`config.mk`:
```
export PLATFORM = sky130hd
export DESIGN_NAME = qb_port_ctrl
export DESIGN_NICKNAME = d
export VERILOG_FILES = /design/src/rtl/qb_pkg.sv /design/src/rtl/qb_latch_bank.sv /design/src/rtl/qb_boost_ctrl.sv /design/src/rtl/qb_pad_sync.sv /design/src/rtl/qb_pad_drive.sv /design/src/rtl/qb_port_ctrl.sv
export SDC_FILE = /design/constraint.sdc
export NUM_CORES = 1
export LEC_CHECK = 0
export CAP_MARGIN = 15
export CORE_AREA = 4 4 69 71
export CTS_BUF_LIST = sky130_fd_sc_hd__clkbuf_16
export CTS_CLUSTER_DIAMETER = 100
export CTS_CLUSTER_SIZE = 24
export DETAILED_ROUTE_END_ITERATION = 8
export DIE_AREA = 0 0 73 75
export GPL_TIMING_DRIVEN = 1
export PLACE_DENSITY = 0.6
export SLEW_MARGIN = 40
export SYNTH_ARGS = -nofsm -noshare
export SYNTH_HDL_FRONTEND = slang
export SYNTH_SLANG_ARGS = --single-unit
```
`constraint.sdc`:
```
create_clock -name clk -period 1.06 [get_ports clk]
set_clock_uncertainty 0.05 [all_clocks]
set_input_delay 0.212 -clock clk [delete_from_list [all_inputs] [get_ports clk]]
set_output_delay 0.212 -clock clk [all_outputs]
set_load 0.05 [all_outputs]
```
`src/rtl/qb_pkg.sv`:
```
package qb_pkg;

  // Number of flip-flop stages between the pads and the read data.
  localparam int unsigned QB_SYNC_DEPTH = 2;

  // Next-state operation for the boost (strong pull-up) registers.
  typedef enum logic [1:0] {
    BST_HOLD  = 2'd0,
    BST_LOAD  = 2'd1,
    BST_DROP  = 2'd2,
    BST_CLEAR = 2'd3
  } qb_bst_op_e;

endpackage

```
`src/rtl/qb_latch_bank.sv`:
```
module qb_latch_bank #(
  parameter int unsigned W = 8
) (
  input  logic         clk,
  input  logic         por,
  input  logic         wr_vld,
  input  logic [W-1:0] wr_data,
  output logic [W-1:0] latch_q
);

  // Power-on sets every latch bit to 1. A reset in the same cycle as a
  // write overrides the write.
  always_ff @(posedge clk) begin
    if (por) begin
      latch_q <= '1;
    end else if (wr_vld) begin
      latch_q <= wr_data;
    end
  end

endmodule

```
`src/rtl/qb_boost_ctrl.sv`:
```
module qb_boost_ctrl
  import qb_pkg::*;
#(
  parameter int unsigned W = 8
) (
  input  logic         clk,
  input  logic         por,
  input  logic         wr_vld,
  input  logic [W-1:0] wr_data,
  input  logic         scl_fall,
  output logic [W-1:0] boost_q
);

  qb_bst_op_e op;

  // Priority, highest first: reset, then write, then clock fall, then hold.
  // A write in the same cycle as a clock fall starts a new boost.
  always_comb begin
    if (por)           op = BST_CLEAR;
    else if (wr_vld)   op = BST_LOAD;
    else if (scl_fall) op = BST_DROP;
    else               op = BST_HOLD;
  end

  for (genvar i = 0; i < W; i++) begin : g_bit
    always_ff @(posedge clk) begin
      case (op)
        BST_CLEAR: boost_q[i] <= 1'b0;
        BST_LOAD:  boost_q[i] <= wr_data[i];
        BST_DROP:  boost_q[i] <= 1'b0;
        default:   boost_q[i] <= boost_q[i];
      endcase
    end
  end

endmodule

```
`src/rtl/qb_pad_sync.sv`:
```
module qb_pad_sync #(
  parameter int unsigned W     = 8,
  parameter int unsigned DEPTH = 2
) (
  input  logic         clk,
  input  logic         por,
  input  logic [W-1:0] pad_in,
  output logic [W-1:0] pad_sync
);

  localparam int unsigned LAST = DEPTH - 1;

  logic [W-1:0] stage [DEPTH];

  // After reset the stages hold all ones, the level of idle pads.
  always_ff @(posedge clk) begin
    if (por) begin
      for (int s = 0; s < int'(DEPTH); s++) stage[s] <= '1;
    end else begin
      stage[0] <= pad_in;
      for (int s = 1; s < int'(DEPTH); s++) stage[s] <= stage[s-1];
    end
  end

  assign pad_sync = stage[LAST];

endmodule

```
`src/rtl/qb_pad_drive.sv`:
```
module qb_pad_drive #(
  parameter int unsigned W = 8
) (
  input  logic [W-1:0] latch_q,
  input  logic [W-1:0] boost_q,
  output logic [W-1:0] pd_en,
  output logic [W-1:0] wpu_en,
  output logic [W-1:0] spu_en
);

  for (genvar i = 0; i < W; i++) begin : g_pad
    always_comb begin
      pd_en[i]  = (latch_q[i] == 1'b0);
      wpu_en[i] = (latch_q[i] == 1'b1);
      spu_en[i] = boost_q[i];
    end
  end

endmodule

```
`src/rtl/qb_port_ctrl.sv`:
```
module qb_port_ctrl
  import qb_pkg::*;
#(
  parameter int unsigned W = 8
) (
  input  logic         clk,
  input  logic         por,
  input  logic         wr_vld,
  input  logic [W-1:0] wr_data,
  input  logic         scl_fall,
  input  logic [W-1:0] pad_in,
  output logic [W-1:0] pd_en,
  output logic [W-1:0] wpu_en,
  output logic [W-1:0] spu_en,
  output logic [W-1:0] rd_data
);

  logic [W-1:0] latch_q;
  logic [W-1:0] boost_q;

  qb_latch_bank #(.W(W)) u_latch (
    .clk     (clk),
    .por     (por),
    .wr_vld  (wr_vld),
    .wr_data (wr_data),
    .latch_q (latch_q)
  );

  qb_boost_ctrl #(.W(W)) u_boost (
    .clk      (clk),
    .por      (por),
    .wr_vld   (wr_vld),
    .wr_data  (wr_data),
    .scl_fall (scl_fall),
    .boost_q  (boost_q)
  );

  qb_pad_drive #(.W(W)) u_drive (
    .latch_q (latch_q),
    .boost_q (boost_q),
    .pd_en   (pd_en),
    .wpu_en  (wpu_en),
    .spu_en  (spu_en)
  );

  qb_pad_sync #(.W(W), .DEPTH(QB_SYNC_DEPTH)) u_sync (
    .clk      (clk),
    .por      (por),
    .pad_in   (pad_in),
    .pad_sync (rd_data)
  );

endmodule

```
==> impl_metrics.csv, run 1 <==
group,metric,value,unit
status,violations,"negative setup slack",
global_routing,grtUsageTotal,11.6,%
setup_path,crit_type,"reg -> out",
yosys,yosysWarnings,0,
yosys,syn_area,0.00116,sq mm
job,drv_cap,0,
detailed_routing,route.antenna.remaining_nets,0,
final_layout,antenna_cells,0,
detailed_routing,vias_per_cell,4.20,
detailed_routing,drtPass1Iterations,4,
min_path,hold_class,"reg -> reg",
sta,worstMarginPinSlew,0.190,ns
global_routing,grt_pass1_vias,953,
detailed_routing,wirelength,2950,um
sta,setup-violations-final,22,
detailed_routing,drt-wirelength-per-cell,13.5,um
detailed_routing,drt-initial-drc-count,32,
global_routing,grt_max_degree,15,
final_layout,drive_gt1_share,58.1,%
sta,finalMaxSlewViolations,0,
cts,clockRootBuffer,"clkbuf_16",
final_layout,final_nets,186,
placed_design,placed_cell_area,0.00207,sq mm
sta,final.period_utilization,112,%
sta,period_needed,1.19,ns
cts,tritoncts,"done",
sta,fin_ws,-0.131,ns
yosys,syn_inst,96,
global_routing,grt_pass1_wl,4620,um
floorplanning,die_x,73,um
yosys,syn_avg_cell_area,12.1,sq um
yosys,syn_nets,116,
global_routing,grt_overflow,0,
yosys,seq_area_frac_synth,62.1,%
sta,rsz0062_at_grt,"true",
placed_design,place_congestion,0.684,
sta,hold_violations,0,
cts,numCtsBuffers,5,
setup_path,worstSetupEndpointType,"primary output",
placed_design,port_buffers,51,
sta,max_slew_margin,87.3,%
yosys,ys_ff_latch,32,
floorplanning,core_region_area,0.00423,sq mm
cts,clockBufferDepth,2,
cts,clock_sinks,32,
detailed_routing,vias,920,
power_and_ir_drop,leakagePower,1.00,nW
power_and_ir_drop,peakVddDrop,1.10,mV
status,outcome,"finished, violations left",
final_layout,fin_area,0.00245,sq mm
cts,cts_max_level,2,
final_layout,syn2layout_area_growth,111,%
placed_design,place_ws,-0.403,ns
setup_path,crit_fanout,2,
global_routing,antenna_found_initial,0,
floorplanning,initial_core_util,27.4,%
power_and_ir_drop,pwr_density_cell,1560,mW/mm^2
setup_path,critPathLaunchType,"register",
yosys,synth_cell_types,13,
placed_design,dp_hpwl,2150,um
floorplanning,num_io_pins,52,
setup_path,worstPathRequired,0.80,ns
floorplanning,die_y,75,um
detailed_routing,drc,0,
sta,fmax,840,MHz
cts,clk_latency,0.28,ns
setup_path,critical_path_arrival,0.93,ns
cts,path_clk_slew,0.05,ns
floorplanning,num_rows,24,
floorplanning,fp.dieArea,0.00548,sq mm
[per-layer routing]
layer / track usage (%) / vias to the layer above / share of wire (%)
met5: 0 / - / 0
met4: 5.53 / 0 / 2.1
met3: 5.07 / 6 / 5.7
met2: 20.2 / 24 / 56
met1: 12.1 / 446 / 37
li1: - / 444 / -
[state kept, by name (all words and copies together) (netlist names)]
| register | cells |
|---|---|
| u_sync.stage | 16 |
| u_boost.boost_q | 8 |
| u_latch.latch_q | 8 |
[timing repair]
action,4_1_cts,5_1_grt
endpoints found under the hold margin,0,0
gates resized for setup,9,5
hold buffers,0,0
buffers inserted,11,6
cloned,1,0
setup endpoints to repair,45,22
pin swaps,1,0
[stage by stage]
stage / hold WS (ns) / total power, W / util (%) / TNS [ns] / std cells
after detailed placement: 0.343 / 0.00226 / 48.9 / -13.01 / 193
after global routing: 0.381 / 0.00394 / 57.8 / -2.38 / 219
final: 0.352 / 0.00382 / 57.8 / -1.79 / 219
after floorplan: 0.259 / 0.00180 / - / -0.0891 / 96
after CTS: 0.355 / 0.00382 / 56.4 / -1.75 / 213
after global placement: 0.342 / 0.00226 / 48.9 / -12.36 / 193
[area by class of cell]
cell class	count	area (sq um)
Clock inverter	2	8.76
Inverter	9	67.6
Multi-Input combinational cell	42	308
Sequential cell	32	754
Clock buffer	6	150
Tap cell	52	65.1
Timing Repair Buffer	76	1090
Fill cell	316	1790
[final timing paths]
kind                           start                   to  slack (ns)  cells after the start
hold reg to reg   u_sync.stage[0][5]  u_sync.stage[0][13]        0.35                      1
hold / removal    u_sync.stage[0][5]  u_sync.stage[0][13]        0.35                      1
setup / recovery  u_latch.latch_q[6]             pd_en[6]       -0.13                      2
setup reg to reg  u_latch.latch_q[6]   u_latch.latch_q[6]        0.02                      4
[cell families after synthesis]
| kind of cell | synth area share, % |
|---|---|
| and+or+nand+nor | 20.9 |
| DFF | 62.1 |
| buffers and inverters | 11.8 |
| AOI/OAI and AO/OA | 5.18 |
[cells in the mapped netlist]
master    count  share of area, %
buf_4        10               6.5
buf_6         2               1.9
clkbuf_2      1              0.43
dfxtp_1      24                41
edfxtp_1      8                21
inv_1         9               2.9
nand2_1       8               2.6
nor2b_1       1              0.54
nor3b_2       8               8.6
o211ai_1      8               5.2
or2_1        12               6.5
or2_2         4               2.2
or3_1         1              0.54
[power by group]
group / internal (W) / total, W / leakage [nW] / switching (W)
logic: 0.000506 / 0.000944 / 0.628 / 0.000438
clock network: 0.000997 / 0.00148 / 0.0832 / 0.000483
registers: 0.00133 / 0.00140 / 0.289 / 0.0000663
[cells in the final DEF (no fill, tap or decap), drive strengths merged, types with 3 or more instances in the layout]
master          n
clkdlybuf4s50  16
buf            56
dfxtp          24
o211ai          8
edfxtp          8
clkinvlp        9
dlygate4sd2     3
nor3b           8
nand2           8
or2            16
clkbuf          6
[worst max-delay path, stage by stage, from the launching register on]
cell	delay, ns
dfxtp_4	0.37
clkinvlp_4	0.12
buf_12	0.16
Power figures use the tool's default switching activity.
==> inputs of run 2 (changes only) <==
--- a/config.mk
+++ b/config.mk
@@ -14,6 +14,7 @@
 export DIE_AREA = 0 0 73 75
 export GPL_TIMING_DRIVEN = 1
 export PLACE_DENSITY = 0.6
+export RECOVER_POWER = 50
 export SLEW_MARGIN = 40
 export SYNTH_ARGS = -nofsm -noshare
 export SYNTH_HDL_FRONTEND = slang
==> run 2 against run 1 <==
  * The flow still finishes with violations (negative setup slack)
  * Sequential cell count unchanged
  * Fmax up 0.14%
  * Power down 0.78%
  * First-iteration DRC count fell by 13%
  * Sequential share of layout area rose by 1.1 points
  * Hold slack is essentially flat
  * Critical endpoint unchanged
  * Largest cell class unchanged
  * Highest routed layer unchanged
==> impl_metrics.csv, run 2 (synthesized netlist as in run 1, its figures left out) <==
group,metric,value,unit
cts,tritoncts,"done",
setup_path,crit_fanout,2,
final_layout,top_regs,"u_sync.stage: 16 flops, u_boost.boost_q: 8 flops, u_latch.latch_q: 8 flops",
detailed_routing,vias,918,
setup_path,crit_family,"flip-flops",
placed_design,dp_hpwl,2150,um
global_routing,grt_pass1_wl,4620,um
sta,fin_ws,-0.129,ns
detailed_routing,route.antenna.remaining_nets,0,
floorplanning,core_region_area,0.00423,sq mm
setup_path,critPathLaunchType,"register",
setup_path,worstPathRequired,0.80,ns
final_layout,top_register,"u_sync.stage",
detailed_routing,vias_per_cell,4.19,
setup_path,cp_num_buf_inv,2,
cts,clk_latency,0.28,ns
final_layout,antenna_cells,0,
sta,period_needed,1.19,ns
min_path,hold_class,"reg -> reg",
sta,worstMarginPinSlew,0.383,ns
sta,finalMaxSlewViolations,0,
sta,rsz0062_at_grt,"true",
power_and_ir_drop,pwr_density_cell,1600,mW/mm^2
cts,cts_max_level,2,
sta,max_slew_margin,74.5,%
final_layout,fin_util,55.8,%
setup_path,critical_path_arrival,0.93,ns
final_layout,syn2layout_area_growth,104,%
floorplanning,initial_core_util,27.4,%
detailed_routing,drt-initial-drc-count,28,
placed_design,placed_cell_area,0.00207,sq mm
placed_design,place_congestion,0.684,
floorplanning,die_y,75,um
detailed_routing,drtPass1Iterations,4,
setup_path,crit_path_top_delay_cell,"dfxtp_4",
placed_design,place_ws,-0.403,ns
cts,numCtsBuffers,5,
status,violations,"negative setup slack",
final_layout,drive_gt1_share,52.7,%
cts,clockRootBuffer,"clkbuf_16",
cts,clockBufferDepth,2,
detailed_routing,drc,0,
detailed_routing,wirelength,2970,um
sta,hold-worst-slack,0.352,ns
global_routing,grt_pass1_vias,953,
cts,path_clk_slew,0.05,ns
final_layout,final_nets,186,
final_layout,largest_reg_flops,16,
power_and_ir_drop,peakVddDrop,1.09,mV
sta,final.period_utilization,112,%
power_and_ir_drop,leakagePower,0.959,nW
detailed_routing,drt-wirelength-per-cell,13.6,um
global_routing,grt_overflow,0,
final_layout,layout_commonest_cell,"buf_12",
power_and_ir_drop,finalPower,0.00379,W
setup_path,worstSetupEndpointType,"primary output",
sta,fmax,841,MHz
setup_path,crit_chain,"clkinvlp_4, buf_12",
sta,setup-violations-final,22,
floorplanning,num_rows,24,
final_layout,final_cell_mix,"buf_12 (34), buf_4 (17), clkdlybuf4s50_1 (16)",
status,outcome,"finished, violations left",
global_routing,grt_max_degree,15,
placed_design,port_buffers,51,
floorplanning,fp.dieArea,0.00548,sq mm
final_layout,fin_area,0.00236,sq mm
floorplanning,die_x,73,um
job,drv_cap,0,
setup_path,critPathMaxStageDelay,0.37,ns
setup_path,rrSetupSlack,0.02,ns
setup_path,crit_type,"reg -> out",
cts,clock_sinks,32,
global_routing,antenna_found_initial,0,
global_routing,grtUsageTotal,11.6,%
floorplanning,num_io_pins,52,
sta,hold_violations,0,
==> run 2: cell count changes in the layout (fill, tap and decap cells not counted) <==
cell / before / now
buf_12: 35 / 34
bufbuf_16: 1 / 0
clkbuf_1: 0 / 1
clkbuf_2: 0 / 1
nor3b_1: 0 / 8
nor3b_2: 8 / 0
or2_0: 0 / 1
or2_1: 12 / 11
==> run 2: repair_timing <==
item,4_1_cts,5_1_grt
pin swaps,1,0
hold buffers,0,0
gates resized for setup,9,5
setup buffers,11,6
gates cloned,1,0
setup endpoints to repair,45,22
==> run 2: area by class of cell <==
class / count / area, sq um
clock buffers: 6 / 150
clock inverters: 2 / 8.76
fillers: 329 / 1870
inverters: 9 / 67.6
multi-input cells: 42 / 268
flip-flops and latches: 32 / 754
well taps: 52 / 65.1
repair buffers: 76 / 1050
==> run 2: through the flow <==
stage,TNS (ns),cells
3_3_place_gp,-12.36,193
3_5_place_dp,-13.01,193
5_1_grt,-2.41,219
2_1_floorplan,-0.0891,96
4_1_cts,-1.75,213
6_report,-1.79,219
==> run 2: worst paths after layout <==
| kind | end | depth (start not counted) | start |
|---|---|---|---|
| worst max-delay path | pd_en[6] | 2 | u_latch.latch_q[6] |
| worst min-delay path | u_sync.stage[0][13] | 1 | u_sync.stage[0][5] |
| worst max register to register | u_latch.latch_q[6] | 4 | u_latch.latch_q[6] |
| worst min register to register | u_sync.stage[0][13] | 1 | u_sync.stage[0][5] |
==> run 2: metal layers <==
layer	global-route usage [%]	vias up	share of wire [%]
li1	-	442	-
met1	12.1	440	36
met2	20.2	30	55
met3	5.07	6	6.7
met4	5.53	0	2.1
met5	0	-	0
==> run 2: power breakdown <==
group	switching (W)	internal [W]	total (W)
Clock	0.000485	0.000997	0.00148
Sequential	0.0000664	0.00133	0.00140
Combinational	0.000432	0.000480	0.000912
==> inputs of run 3 (changes only) <==
--- a/config.mk
+++ b/config.mk
@@ -6,12 +6,12 @@
 export NUM_CORES = 1
 export LEC_CHECK = 0
 export CAP_MARGIN = 15
-export CORE_AREA = 4 4 69 71
+export CORE_AREA = 3 3 68 70
 export CTS_BUF_LIST = sky130_fd_sc_hd__clkbuf_16
 export CTS_CLUSTER_DIAMETER = 100
 export CTS_CLUSTER_SIZE = 24
 export DETAILED_ROUTE_END_ITERATION = 8
-export DIE_AREA = 0 0 73 75
+export DIE_AREA = 0 0 71 73
 export GPL_TIMING_DRIVEN = 1
 export PLACE_DENSITY = 0.6
 export RECOVER_POWER = 50
==> constraint.sdc (replaced) <==
create_clock -name clk -period 1.06 [get_ports clk]
set_clock_uncertainty 0.05 [all_clocks]
set_input_delay 0.265 -clock clk [delete_from_list [all_inputs] [get_ports clk]]
set_output_delay 0.265 -clock clk [all_outputs]
set_load 0.05 [all_outputs]
==> run 3 against run 2 <==
  * The run still ends with negative setup slack left
  * Power rose by 0.84%
  * First-iteration DRC count fell by 61%
  * Count of clock-buffer cells in the layout did not move
  * Global-route usage rose by 0.36 points
  * Design area rose by 1.5%
  * Die area fell by 5.3%
  * Setup slack got worse by 0.043 ns
  * Register-to-register slack barely moved
  * Critical endpoint is now pd_en[0]
  * Critical path depth did not move
  * Cell count fell by 0.46%
  * Fmax fell by 3.5%
  * Combinational power rose by 2%
==> impl_metrics.csv, run 3 (synthesized netlist as in run 1, its figures left out) <==
group,metric,value,unit
global_routing,grt_max_degree,17,
sta,finalMaxSlewViolations,0,
detailed_routing,drc,0,
sta,hold_violations,0,
setup_path,rrSetupSlack,0.03,ns
cts,cts_max_level,2,
job,drv_cap,0,
global_routing,grt_overflow,0,
sta,period_needed,1.23,ns
cts,tritoncts,"done",
setup_path,crit_path_top_delay_cell,"dfxtp_4",
sta,fin_ws,-0.172,ns
global_routing,grtUsageTotal,12.0,%
power_and_ir_drop,finalPower,0.00382,W
global_routing,grt_pass1_wl,4510,um
setup_path,startpoint,"u_latch.latch_q[0]",
floorplanning,initial_core_util,28.8,%
detailed_routing,vias_per_cell,4.17,
final_layout,top_register,"u_sync.stage",
floorplanning,die_x,71,um
placed_design,place_congestion,0.654,
cts,path_clk_slew,0.05,ns
detailed_routing,drt-wirelength-per-cell,13.6,um
cts,clockBufferDepth,2,
sta,final.period_utilization,116,%
global_routing,antenna_found_initial,0,
power_and_ir_drop,pwr_density_cell,1590,mW/mm^2
setup_path,critPathLaunchType,"register",
sta,setup-violations-final,29,
placed_design,place_ws,-0.455,ns
sta,finalSetupTns,-3.23,ns
detailed_routing,wirelength,2970,um
floorplanning,die_y,73,um
final_layout,largest_reg_flops,16,
setup_path,crit_fanout,2,
setup_path,critical_path_arrival,0.92,ns
cts,numCtsBuffers,5,
setup_path,worstPathRequired,0.74,ns
cts,clockRootBuffer,"clkbuf_16",
sta,worstMarginPinSlew,0.359,ns
sta,rsz0062_at_grt,"true",
setup_path,worstSetupEndpointType,"primary output",
sta,fmax,811,MHz
final_layout,syn2layout_area_growth,107,%
final_layout,top_regs,"u_sync.stage: 16 flops, u_boost.boost_q: 8 flops, u_latch.latch_q: 8 flops",
final_layout,layout_commonest_cell,"buf_12",
detailed_routing,vias,908,
floorplanning,num_rows,23,
setup_path,crit_type,"reg -> out",
placed_design,port_buffers,51,
final_layout,drive_gt1_share,58.3,%
final_layout,final_nets,187,
power_and_ir_drop,peakVddDrop,0.867,mV
detailed_routing,route.antenna.remaining_nets,0,
cts,clock_sinks,32,
detailed_routing,drtPass1Iterations,3,
final_layout,final_cell_mix,"buf_12 (34), clkdlybuf4s50_1 (16), buf_4 (16)",
setup_path,reg2reg_from,"u_latch.latch_q[6]",
status,outcome,"finished, violations left",
global_routing,grt_pass1_vias,918,
power_and_ir_drop,leakagePower,0.970,nW
setup_path,crit_chain,"clkinvlp_4, buf_12",
cts,postCtsHoldBufs,0,
sta,max_slew_margin,76.1,%
floorplanning,core_region_area,0.00403,sq mm
placed_design,dp_hpwl,2030,um
floorplanning,fp.dieArea,0.00518,sq mm
min_path,hold_class,"reg -> reg",
min_path,hp-start,"u_sync.stage[0][6]",
cts,clk_latency,0.27,ns
setup_path,critPathMaxStageDelay,0.37,ns
detailed_routing,drt-initial-drc-count,11,
status,violations,"negative setup slack",
floorplanning,num_io_pins,52,
final_layout,antenna_cells,0,
-- run 3: changes by cell type in the layout (fill, tap and decap cells not counted), sizes merged --
cell  before  now
buf       55   56
-- run 3: worst paths after layout --
kind,end,depth (start not counted)
max,pd_en[0],2
min,u_sync.stage[0][14],1
min reg2reg,u_sync.stage[0][14],1
max reg2reg,u_latch.latch_q[6],4
-- run 3: cell type report --
| cell class | count | area (sq um) |
|---|---|---|
| Fill cell | 312 | 1630 |
| Clock buffer | 6 | 150 |
| Sequential cell | 32 | 761 |
| Timing Repair Buffer | 77 | 1060 |
| Multi-Input combinational cell | 42 | 283 |
| Tap cell | 50 | 62.6 |
| Clock inverter | 2 | 11.3 |
| Inverter | 9 | 67.6 |
-- run 3: timing repair --
item,in CTS,in global routing
endpoints found under the setup margin,64,32
cloned,1,0
pin swaps,1,0
setup buffers,9,10
resized for setup,17,4
-- run 3: where the power goes --
part	total (W)	switching [W]	internal [W]	leakage [nW]
logic	0.000929	0.000439	0.000490	0.601
registers	0.00139	0.0000619	0.00133	0.287
clock network	0.00150	0.000493	0.00101	0.0823
-- run 3: critical path: cells and delay by family, from the launching register on --
family	cells	cell delay [ns]
buffers and inverters	2	0.27
flip-flops	1	0.37
-- run 3: through the flow --
step | hold WS [ns] | instance area [sq um] | util (%) | std cells
global route | 0.378 | 2400 | 59.5 | 218
floorplan | 0.312 | 1230 | - | 96
finish | 0.351 | 2400 | 59.5 | 218
global placement | 0.342 | 2060 | 51.1 | 190
CTS | 0.353 | 2350 | 58.4 | 208
detailed placement | 0.341 | 2060 | 51.1 | 190
-- run 3: metal layers --
layer  global-route usage, %  up-vias  wire length, um
li1                        -      445                -
met4                    7.52        0               85
met2                    20.3       25             1590
met5                       0        -                0
met3                    4.68        7              165
met1                    12.5      431             1120
